==> src/rtl/prr_pkg.sv <==
package prr_pkg;
    // Default geometry of one controller instance.
    localparam int PRR_LINES     = 8;
    localparam int PRR_CASC_LINE = 2;
endpackage

==> src/rtl/prr_scan.sv <==
// Finds the lowest rotated priority level that has its bit set.
// The result is N when the vector is empty.
module prr_scan #(
    parameter  int N  = prr_pkg::PRR_LINES,
    localparam int LW = $clog2(N)
) (
    input  logic [N-1:0]  vec,
    input  logic [LW-1:0] base,
    output logic [LW:0]   level
);
    logic [N-1:0] rot;

    // rot[p] is the bit of the line that sits at level p.
    for (genvar g = 0; g < N; g++) begin : g_rot
        logic [LW-1:0] src;
        assign src    = base + LW'(g);
        assign rot[g] = vec[src];
    end

    always_comb begin
        level = (LW+1)'(N);
        for (int p = N - 1; p >= 0; p--) begin
            if (rot[p]) level = (LW+1)'(p);
        end
    end

    // A found level must point at a set bit of the input.
    always_comb begin
        if (!level[LW]) begin
            p_level_hits_set_bit_r1: assert (vec[base + level[LW-1:0]])
                else $error("scan level points at a clear bit");
        end
    end
endmodule

==> src/rtl/prr_compare.sv <==
// Strict-less compare of two rotated levels; the value N means none.
module prr_compare #(
    parameter  int N  = prr_pkg::PRR_LINES,
    localparam int LW = $clog2(N)
) (
    input  logic [LW:0] req_level,
    input  logic [LW:0] cur_level,
    output logic        outranks
);
    assign outranks = (req_level < cur_level);

    always_comb begin
        if (req_level[LW]) begin
            p_empty_never_outranks_r2: assert (!outranks)
                else $error("empty request outranked in-service set");
        end
    end
endmodule

==> src/rtl/prr_resolver.sv <==
module prr_resolver #(
    parameter  int N          = prr_pkg::PRR_LINES,
    parameter  int CASC_LINE  = prr_pkg::PRR_CASC_LINE,
    parameter  bit IS_PRIMARY = 1'b1,
    localparam int LW         = $clog2(N)
) (
    input  logic [N-1:0]  req_vec,
    input  logic [N-1:0]  isr_vec,
    input  logic [LW-1:0] rot_base,
    input  logic          nest_mode,
    output logic          irq_valid,
    output logic [LW-1:0] irq_line,
    output logic          isr_valid,
    output logic [LW-1:0] isr_line,
    output logic [LW-1:0] eoi_base
);
    localparam logic [N-1:0] CASC_BIT = N'(1) << CASC_LINE;

    initial begin
        p_geometry_pow2_r1: assert ((1 << LW) == N && CASC_LINE < N)
            else $error("line count must be a power of two");
    end

    logic [N-1:0] isr_cmp;
    logic [LW:0]  req_lvl;
    logic [LW:0]  cmp_lvl;
    logic [LW:0]  top_lvl;
    logic         take;

    // the cascade line drops out of the compare in nested mode.
    assign isr_cmp = isr_vec & ~({N{nest_mode & IS_PRIMARY}} & CASC_BIT);

    prr_scan #(.N(N)) u_req_scan (.vec(req_vec), .base(rot_base), .level(req_lvl));
    prr_scan #(.N(N)) u_cmp_scan (.vec(isr_cmp), .base(rot_base), .level(cmp_lvl));
    prr_scan #(.N(N)) u_isr_scan (.vec(isr_vec), .base(rot_base), .level(top_lvl));

    prr_compare #(.N(N)) u_cmp (.req_level(req_lvl), .cur_level(cmp_lvl), .outranks(take));

    always_comb begin
        irq_valid = take;
        irq_line  = take ? (rot_base + req_lvl[LW-1:0]) : '0;
        isr_valid = !top_lvl[LW];
        isr_line  = isr_valid ? (rot_base + top_lvl[LW-1:0]) : '0;
        eoi_base  = isr_valid ? (isr_line + LW'(1)) : rot_base;
    end

    always_comb begin
        if (irq_valid) begin
            p_winner_is_requested_r1: assert (req_vec[irq_line])
                else $error("winning line is not requested");
            p_winner_not_in_service_r3: assert (!isr_cmp[irq_line])
                else $error("winning line is already in service");
        end else begin
            p_idle_line_zero_r2: assert (irq_line == '0)
                else $error("irq_line not zero while idle");
        end
        if (req_vec == '0) begin
            p_no_request_no_irq_r2: assert (!irq_valid)
                else $error("interrupt without any request");
        end
        if (isr_valid) begin
            p_top_isr_is_set_r4: assert (isr_vec[isr_line])
                else $error("reported in-service line is clear");
        end else begin
            p_eoi_keeps_base_r7: assert (eoi_base == rot_base)
                else $error("base moved with nothing in service");
        end
    end
endmodule

==> config.mk <==
export PLATFORM = sky130hd
export DESIGN_NAME = prr_resolver
export DESIGN_NICKNAME = d
export VERILOG_FILES = /design/src/rtl/prr_pkg.sv /design/src/rtl/prr_scan.sv /design/src/rtl/prr_compare.sv /design/src/rtl/prr_resolver.sv
export SDC_FILE = /design/constraint.sdc
export NUM_CORES = 1
export LEC_CHECK = 0
export ABC_AREA = 1
export BUFFER_PORTS_ARGS = -buffer_cell sky130_fd_sc_hd__buf_4
export CORE_ASPECT_RATIO = 0.6
export CORE_MARGIN = 5
export CORE_UTILIZATION = 58
export DETAILED_ROUTE_END_ITERATION = 8
export GPL_TIMING_DRIVEN = 0
export PLACE_DENSITY = 0.89
export SLEW_MARGIN = 20
export SYNTH_ARGS = -nofsm -noshare
export SYNTH_HDL_FRONTEND = slang
export SYNTH_SLANG_ARGS = --single-unit
export TNS_END_PERCENT = 50
==> constraint.sdc <==
create_clock -name vclk -period 4.6
set_input_delay 0.46 -clock vclk [all_inputs]
set_output_delay 0.46 -clock vclk [all_outputs]
set_load 0.005 [all_outputs]
Yosys cells after proc, flatten, opt, wreduce, memory -nomap -nowiden
Index checks and enable logic that the tools add are counted.
- add/sub/neg operators: 10
- $lt $le $gt $ge: 9
- mux-type cells: 75
- bitwise logic cells: 2
- reductions and logical operators: 1
- operators by type and width (kind ; count):
    two-way mux 4 bit ; 24
    binary-select mux 1 bit (select 3 bit) ; 24
    less-than comparator 3 x 4 -> 1 bit (second input constant) ; 8
    two-way mux 1 bit ; 24
    adder 3 bit (second input constant) ; 4
    two-way mux 3 bit ; 3
    bitwise AND 8 bit ; 1
    NOT 3 -> 8 bit ; 1
    adder 3 x 1 -> 3 bit (second input constant) ; 2
    adder 3 x 2 -> 3 bit (second input constant) ; 2
    adder 3 bit ; 2
    less-than comparator 4 bit ; 1
    zero test 1 bit ; 1
- flip-flop bits (word level): 0
- bits of input ports: 20
- output and inout port bits: 11
- logic and storage cells: 97

Logic depth before layout (Yosys ltp)
Gate-level depths: netlist of run 1.
- depth in word-level cells: 15
- mapped depth: 25
- mapped depth without buffers: 23

Modules after synthesis
From an unflattened synthesis of run 1, not the netlist that was laid out.
- cells, all modules: 343
- area, all modules: 1691.6 um2
- modules (own cells, without submodules) (module ; times used ; cells an instance ; area an instance (um2) ; seq. area each (um2)):
    prr_scan ; 3 ; 95 ; 445.4 ; 0.0
    prr_resolver ; 1 ; 43 ; 264.0 ; 0.0
    prr_compare ; 1 ; 15 ; 91.3 ; 0.0

Worst setup path before layout of run 1
OpenSTA, ideal clock, no wires.
- kind: input port to output port
- start: in rot_base[1]
- end: out eoi_base[2]
- arrival: 3281 ps
- data required time: 4140 ps
- path slack: 859 ps
- cell stages on the path: 22
- cells stage by stage: buf_6 -> inv_1 -> buf_4 -> ha_1 -> buf_4 -> a21oi_1 -> inv_1 -> o21ai_0 -> nand2_1 -> o21ai_1 -> a31oi_1 -> nor2_1 -> o21ai_0 -> a21boi_0 -> ha_1 -> inv_1 -> fa_1 -> nor2_1 -> ha_1 -> or2_1 -> nand3_1 -> o21ai_1
- longest elaborated chain between the ends: 15
- RTL lines (element ; line ; RTL):
    start, declared ; prr_resolver.sv:9 ; input logic [LW-1:0] rot_base,
    adder 3 bit ; prr_scan.sv:16 ; assign src = base + LW'(g);
    binary-select mux 1 bit (select 3 bit) ; prr_scan.sv:17 ; assign rot[g] = vec[src];
    two-way mux 1 bit (implied by the code) ; prr_scan.sv:17 ;
    two-way mux 4 bit (8 in a row) ; prr_scan.sv:23 ; if (rot[p]) level = (LW+1)'(p);
    adder 3 bit ; prr_resolver.sv:43 ; isr_line = isr_valid ? (rot_base + top_lvl[LW-1:0]) : '0;
    two-way mux 3 bit * ; prr_resolver.sv:43 ;
    via isr_line[1] ; prr_resolver.sv:14 ; output logic [LW-1:0] isr_line,
    adder 3 x 1 -> 3 bit * ; prr_resolver.sv:44 ; eoi_base = isr_valid ? (isr_line + LW'(1)) : rot_base;
    two-way mux 3 bit * ; prr_resolver.sv:44 ;
    end, declared ; prr_resolver.sv:15 ; output logic [LW-1:0] eoi_base
The timed path passes the listed nets; every way through them passes the cells marked *. The select of a mux whose other input is x is not followed.

Worst setup path in the final report of run 1
- start: in rot_base[1]
- end: out eoi_base[2]
- longest elaborated chain between the ends: 15
- RTL lines (element ; line):
    adder 3 bit ; prr_scan.sv:16
    binary-select mux 1 bit (select 3 bit) ; prr_scan.sv:17
    two-way mux 1 bit (implied by the code) ; prr_scan.sv:17
    two-way mux 4 bit (8 in a row) ; prr_scan.sv:23
    adder 3 bit ; prr_resolver.sv:43
    two-way mux 3 bit ; prr_resolver.sv:43
    adder 3 x 1 -> 3 bit ; prr_resolver.sv:44
    two-way mux 3 bit * ; prr_resolver.sv:44
Every way passes the cells marked *; elsewhere a longest branch is shown, timed or not. The select of a mux whose other input is x is not followed.

==> flow_summary.yaml, run 1 <==
status:
  outcome: "finished clean"
synth:
  yosysWarnings: 0
  netlist_area_sq_um: 1360
  postSynthAreaPerCell_sq_um: 5.05
  yosysTopAreaCellShare_pct: 34.5
  synth_cell_type_count: 32
  synthCells: 269
  syn_nets: 299
  synth_top_area_cell: "nand2_1"
  synth.area.top_cells: "nand2_1, nand3_1, ha_1"
  ys_seq_area_share_pct: 0
setup_path:
  setup.worst_path.class: "primary input to primary output"
  start_kind: "primary input"
  crit_buf_inv: 9
  arrival_ns: 3.86
  crit_path_max_incr_delay_ns: 0.37
  crit_top_cell: "inv_1"
  cp.required_ns: 4.14
  end_kind: "primary output"
  crit_fanout: 12
  crit_path_top_delay_cell: "fa_1"
  path_delay_family: "buffers and inverters"
timing:
  max_freq_mhz: 231
  worst_pin_slew_ns: 0.321
  finalSetupTns_ns: 0
  maxSlewViolCount: 0
  hold_viol_final: 0
  period_needed_ns: 4.32
  hold_ws_ns: 1.41
  period_share_pct: 94.0
  setup_viol: 0
  rsz0062_at_grt: "no"
  relSlewSlack_pct: 78.4
  setup_slack_ns: 0.277
placement:
  post-dp-hpwl_mm: 3.10
  routabilityCongestion: 0.924
  placed_cell_area_sq_um: 1620
  post-place-ws_ns: 0.203
  port_buffers: 30
floorplan:
  die_h_um: 47.5
  start_util_pct: 61.9
  io_pins: 31
  die_x_um: 72.5
  rows: 13
  dieArea_sq_um: 3440
  core_sq_um: 2200
drt:
  avgRoutedWirePerCell_um: 11.1
  drt-met1-wl_mm: 1.72
  dr_total_vias: 1711
  drt-initial-drc-count: 140
  top_layer: "met3"
  post_drt_via_cell_ratio: 5.20
  drt_wl_total_mm: 3.66
  route.met2.wl_mm: 1.57
  first_pass_iters: 4
  wl_met3_um: 370
  drc: 0
  ant_nets: 0
layout:
  mostFrequentLayoutCells: "nand2_1, buf_4, nand3_1, inv_1, nor2_1"
  design.seq.count: 0
  fillerInstances: 218
  layout_commonest_cell: "nand2_1"
  finalNetCount: 331
  final_area_sq_um: 1630
  n_antenna_cell: 0
  regArea_sq_um: 0
  clkbuf_count: 0
  layout-drive-gt1-share_pct: 19.4
  area_growth_pct: 19.6
clock_network:
  cts_setup_buffers: 0
  holdBufCountCts: 0
global_routing:
  overflow: 0
  grt_first_pass_wirelength_mm: 6.04
  antenna_found_initial: 0
  grt_max_degree: 13
  grt_pass1_vias: 1434
  grt.total_usage_pct: 21.7
min_path:
  worstHoldPathType: "primary input to primary output"
power:
  ir_worst_vdd_mv: 0.111
  p_leak_nw: 0.950
  power_density_nw_per_um2: 182
run:
  cap_violations: 0
==> synthesized netlist by cell type <==
cell	count
fa_1	2
and2_1	1
inv_1	25
buf_8	1
clkinv_1	1
ha_1	8
nand4_1	1
o21bai_1	1
o21ai_1	5
inv_2	4
a21boi_0	2
nand3_1	31
xnor2_1	2
xnor2_4	1
buf_6	3
a31o_2	1
nand3_2	1
o21ai_0	6
nand2_2	6
nand2_1	125
inv_6	1
xor2_1	1
or2_1	1
xnor2_2	1
nor2_1	16
o21ai_2	3
a21oi_1	6
o31ai_1	1
nor3_1	1
a31oi_1	5
buf_4	3
nor2_2	3
==> cells by family (layout without fill, tap and decap cells) <==
| logic type | count (synthesis) | count (layout) | synth area share [%] |
|---|---|---|---|
| XOR/XNOR | 5 | 5 | 5.16 |
| AND/OR/NAND/NOR | 186 | 186 | 57.0 |
| adder cells (fa/ha/maj) | 10 | 10 | 10.3 |
| buffers and inverters | 38 | 68 | 14.2 |
| AO/OA/AOI/OAI | 30 | 30 | 13.4 |
==> metrics by stage <==
stage / util [%] / power (W) / std cells
6_report: 74.0 / 0.000296 / 329
5_1_grt: 74.0 / 0.000336 / 329
4_1_cts: 73.8 / 0.000295 / 329
3_5_place_dp: 73.8 / 0.000294 / 329
3_3_place_gp: 73.8 / 0.000287 / 329
2_1_floorplan: - / 0.000198 / 269
==> worst paths after layout <==
check | endpoint | slack, ns | startpoint | cells after the start
max | eoi_base[2] | 0.28 | rot_base[1] | 26
min | irq_line[0] | 1.41 | rot_base[0] | 5
==> power breakdown <==
| group | switching [W] | leakage, nW | total (W) | internal (W) |
|---|---|---|---|---|
| clock | 0 | 0 | 0 | 0 |
| combinational | 0.000168 | 0.950 | 0.000296 | 0.000129 |
| sequential | 0 | 0 | 0 | 0 |
==> cell type report <==
type	count	area (sq um)	area share, %
inverters	31	121	7.47
well taps	30	37.5	2.31
plain buffers	7	75.1	4.62
multi-input cells	231	1170	71.7
repair buffers	30	225	13.9
==> layer usage <==
metal  global-route usage [%]  vias up
met1                     30.5      725
li1                         -      919
met4                     1.47        0
met3                    0.419        0
met5                        0        -
met2                     40.0       67
==> timing repair <==
action                                  4_1_cts  5_1_grt
gates resized for setup                       0        3
endpoints found under the hold margin         0        0
endpoints found under the setup margin        0        2
Note: power is estimated with default switching activity, not from simulation.
==> inputs of run 2 (changes only) <==
--- a/config.mk
+++ b/config.mk
@@ -7,7 +7,7 @@
 export LEC_CHECK = 0
 export ABC_AREA = 1
 export BUFFER_PORTS_ARGS = -buffer_cell sky130_fd_sc_hd__buf_4
-export CORE_ASPECT_RATIO = 0.6
+export CORE_ASPECT_RATIO = 0.75
 export CORE_MARGIN = 5
 export CORE_UTILIZATION = 58
 export DETAILED_ROUTE_END_ITERATION = 8
==> flow_summary.yaml, run 2 (same netlist as run 1, synthesis figures left out) <==
clock_network:
  cts_resized: 0
  cts_setup_buffers: 0
  holdBufCountCts: 0
placement:
  placed_cell_area_sq_um: 1630
  routabilityCongestion: 0.972
  post-dp-hpwl_mm: 2.93
  port_buffers: 30
layout:
  design.seq.count: 0
  n_antenna_cell: 0
  layout-drive-gt1-share_pct: 20.1
  regArea_sq_um: 0
  mostFrequentLayoutCells: "nand2_1, buf_4, nand3_1, inv_1, nor2_1"
  area_growth_pct: 20.8
  fin_util_pct: 72.3
  clkbuf_count: 0
  final_area_sq_um: 1640
  finalNetCount: 331
  layout_commonest_cell: "nand2_1"
drt:
  drt-initial-drc-count: 118
  first_pass_iters: 5
  post_drt_via_cell_ratio: 5.02
  dr_total_vias: 1672
  drc: 0
  avgRoutedWirePerCell_um: 10.2
  drt_wl_total_mm: 3.39
  ant_nets: 0
power:
  combPwrFrac_pct: 100.0
  clockPowerShare_pct: 0
  internal_power_w: 0.000130
  power_density_nw_per_um2: 181
  p_sw_w: 0.000167
  ir_worst_vdd_mv: 0.0959
  p_leak_nw: 0.957
  swShare_pct: 56.1
  sequentialPowerShare_pct: 0
setup_path:
  arrival_ns: 3.75
  setup.worst_path.class: "primary input to primary output"
  cp.required_ns: 4.14
  start_kind: "primary input"
  end_kind: "primary output"
  crit_fanout: 12
timing:
  relSlewSlack_pct: 75.9
  finalSetupTns_ns: 0
  max_freq_mhz: 237
  setup_viol: 0
  maxSlewViolCount: 0
  period_needed_ns: 4.21
  hold_viol_final: 0
  worst_pin_slew_ns: 0.358
  period_share_pct: 91.6
  rsz0062_at_grt: "no"
global_routing:
  grt_max_degree: 13
  grt.total_usage_pct: 20.9
  overflow: 0
  grt_first_pass_wirelength_mm: 5.84
  grt_pass1_vias: 1344
  antenna_found_initial: 0
floorplan:
  die_h_um: 51.9
  dieArea_sq_um: 3420
  io_pins: 31
  die_x_um: 65.9
  start_util_pct: 59.8
  rows: 15
  core_sq_um: 2270
min_path:
  hold_path_end: "eoi_base[2]"
  min_path_cells: 4
  worstHoldPathType: "primary input to primary output"
  worstHoldStart: "rot_base[2]"
status:
  outcome: "finished clean"
run:
  cap_violations: 0
## run 2: cell counts in the layout (fill, tap and decap cells not counted)
No cell type changed its count.
## run 2: critical path, cell delays in order
cell and delay (ns):
buf_4 0.12, buf_6 0.14, inv_1 0.10, buf_6 0.18
ha_1 0.24, buf_4 0.17, a21oi_1 0.16, inv_1 0.05
o21ai_0 0.11, nand2_1 0.10, o21ai_2 0.10, a31oi_1 0.06
nor2_1 0.08, o21ai_0 0.07, a21boi_0 0.17, ha_1 0.17
inv_1 0.05, fa_1 0.40, xnor2_2 0.17, inv_1 0.05
nand2_1 0.08, o21ai_2 0.06, or2_1 0.20, nand3_1 0.07
o21ai_1 0.06, buf_4 0.13
## run 2: power groups by stage
stage | sequential (W) | combinational (W) | clock [W]
6_report | 0 | 0.000297 | 0
5_1_grt | 0 | 0.000339 | 0
4_1_cts | 0 | 0.000293 | 0
3_5_place_dp | 0 | 0.000293 | 0
3_3_place_gp | 0 | 0.000286 | 0
2_1_floorplan | 0 | 0.000198 | 0
## run 2: layer usage
metal	global-route usage [%]	share of wire, %	up-vias	wire length, um
li1	-	-	917	-
met1	30.5	48	716	1620
met2	36.8	46	39	1550
met3	0	6.4	0	218
met4	0	0	0	0
met5	0	0	-	0
## run 2: how the worst max path moves through the flow
stage | start | to | slack [ns] | cells past startpoint
2_1_floorplan | rot_base[1] | eoi_base[2] | 0.86 | 22
3_3_place_gp | rot_base[1] | eoi_base[2] | 0.35 | 26
3_5_place_dp | rot_base[1] | eoi_base[2] | 0.28 | 26
4_1_cts | rot_base[1] | eoi_base[2] | 0.28 | 26
5_1_grt | rot_base[1] | eoi_base[2] | 0.02 | 26
6_report | rot_base[1] | eoi_base[2] | 0.39 | 26
## run 2: stage by stage
step / setup slack [ns] / total power, W / std cells / hold WS, ns
6_report: 0.386 / 0.000297 / 333 / 1.41
5_1_grt: 0.0210 / 0.000339 / 333 / 1.46
4_1_cts: 0.277 / 0.000293 / 333 / 1.40
3_5_place_dp: 0.284 / 0.000293 / 333 / 1.40
3_3_place_gp: 0.349 / 0.000286 / 333 / 1.41
2_1_floorplan: 0.859 / 0.000198 / 269 / 1.16
## run 2: cell type report
class / instances / area, sq um
inverters: 31 / 121
well taps: 34 / 42.5
repair buffers: 30 / 225
multi-input cells: 231 / 1180
fillers: 211 / 629
plain buffers: 7 / 75.1
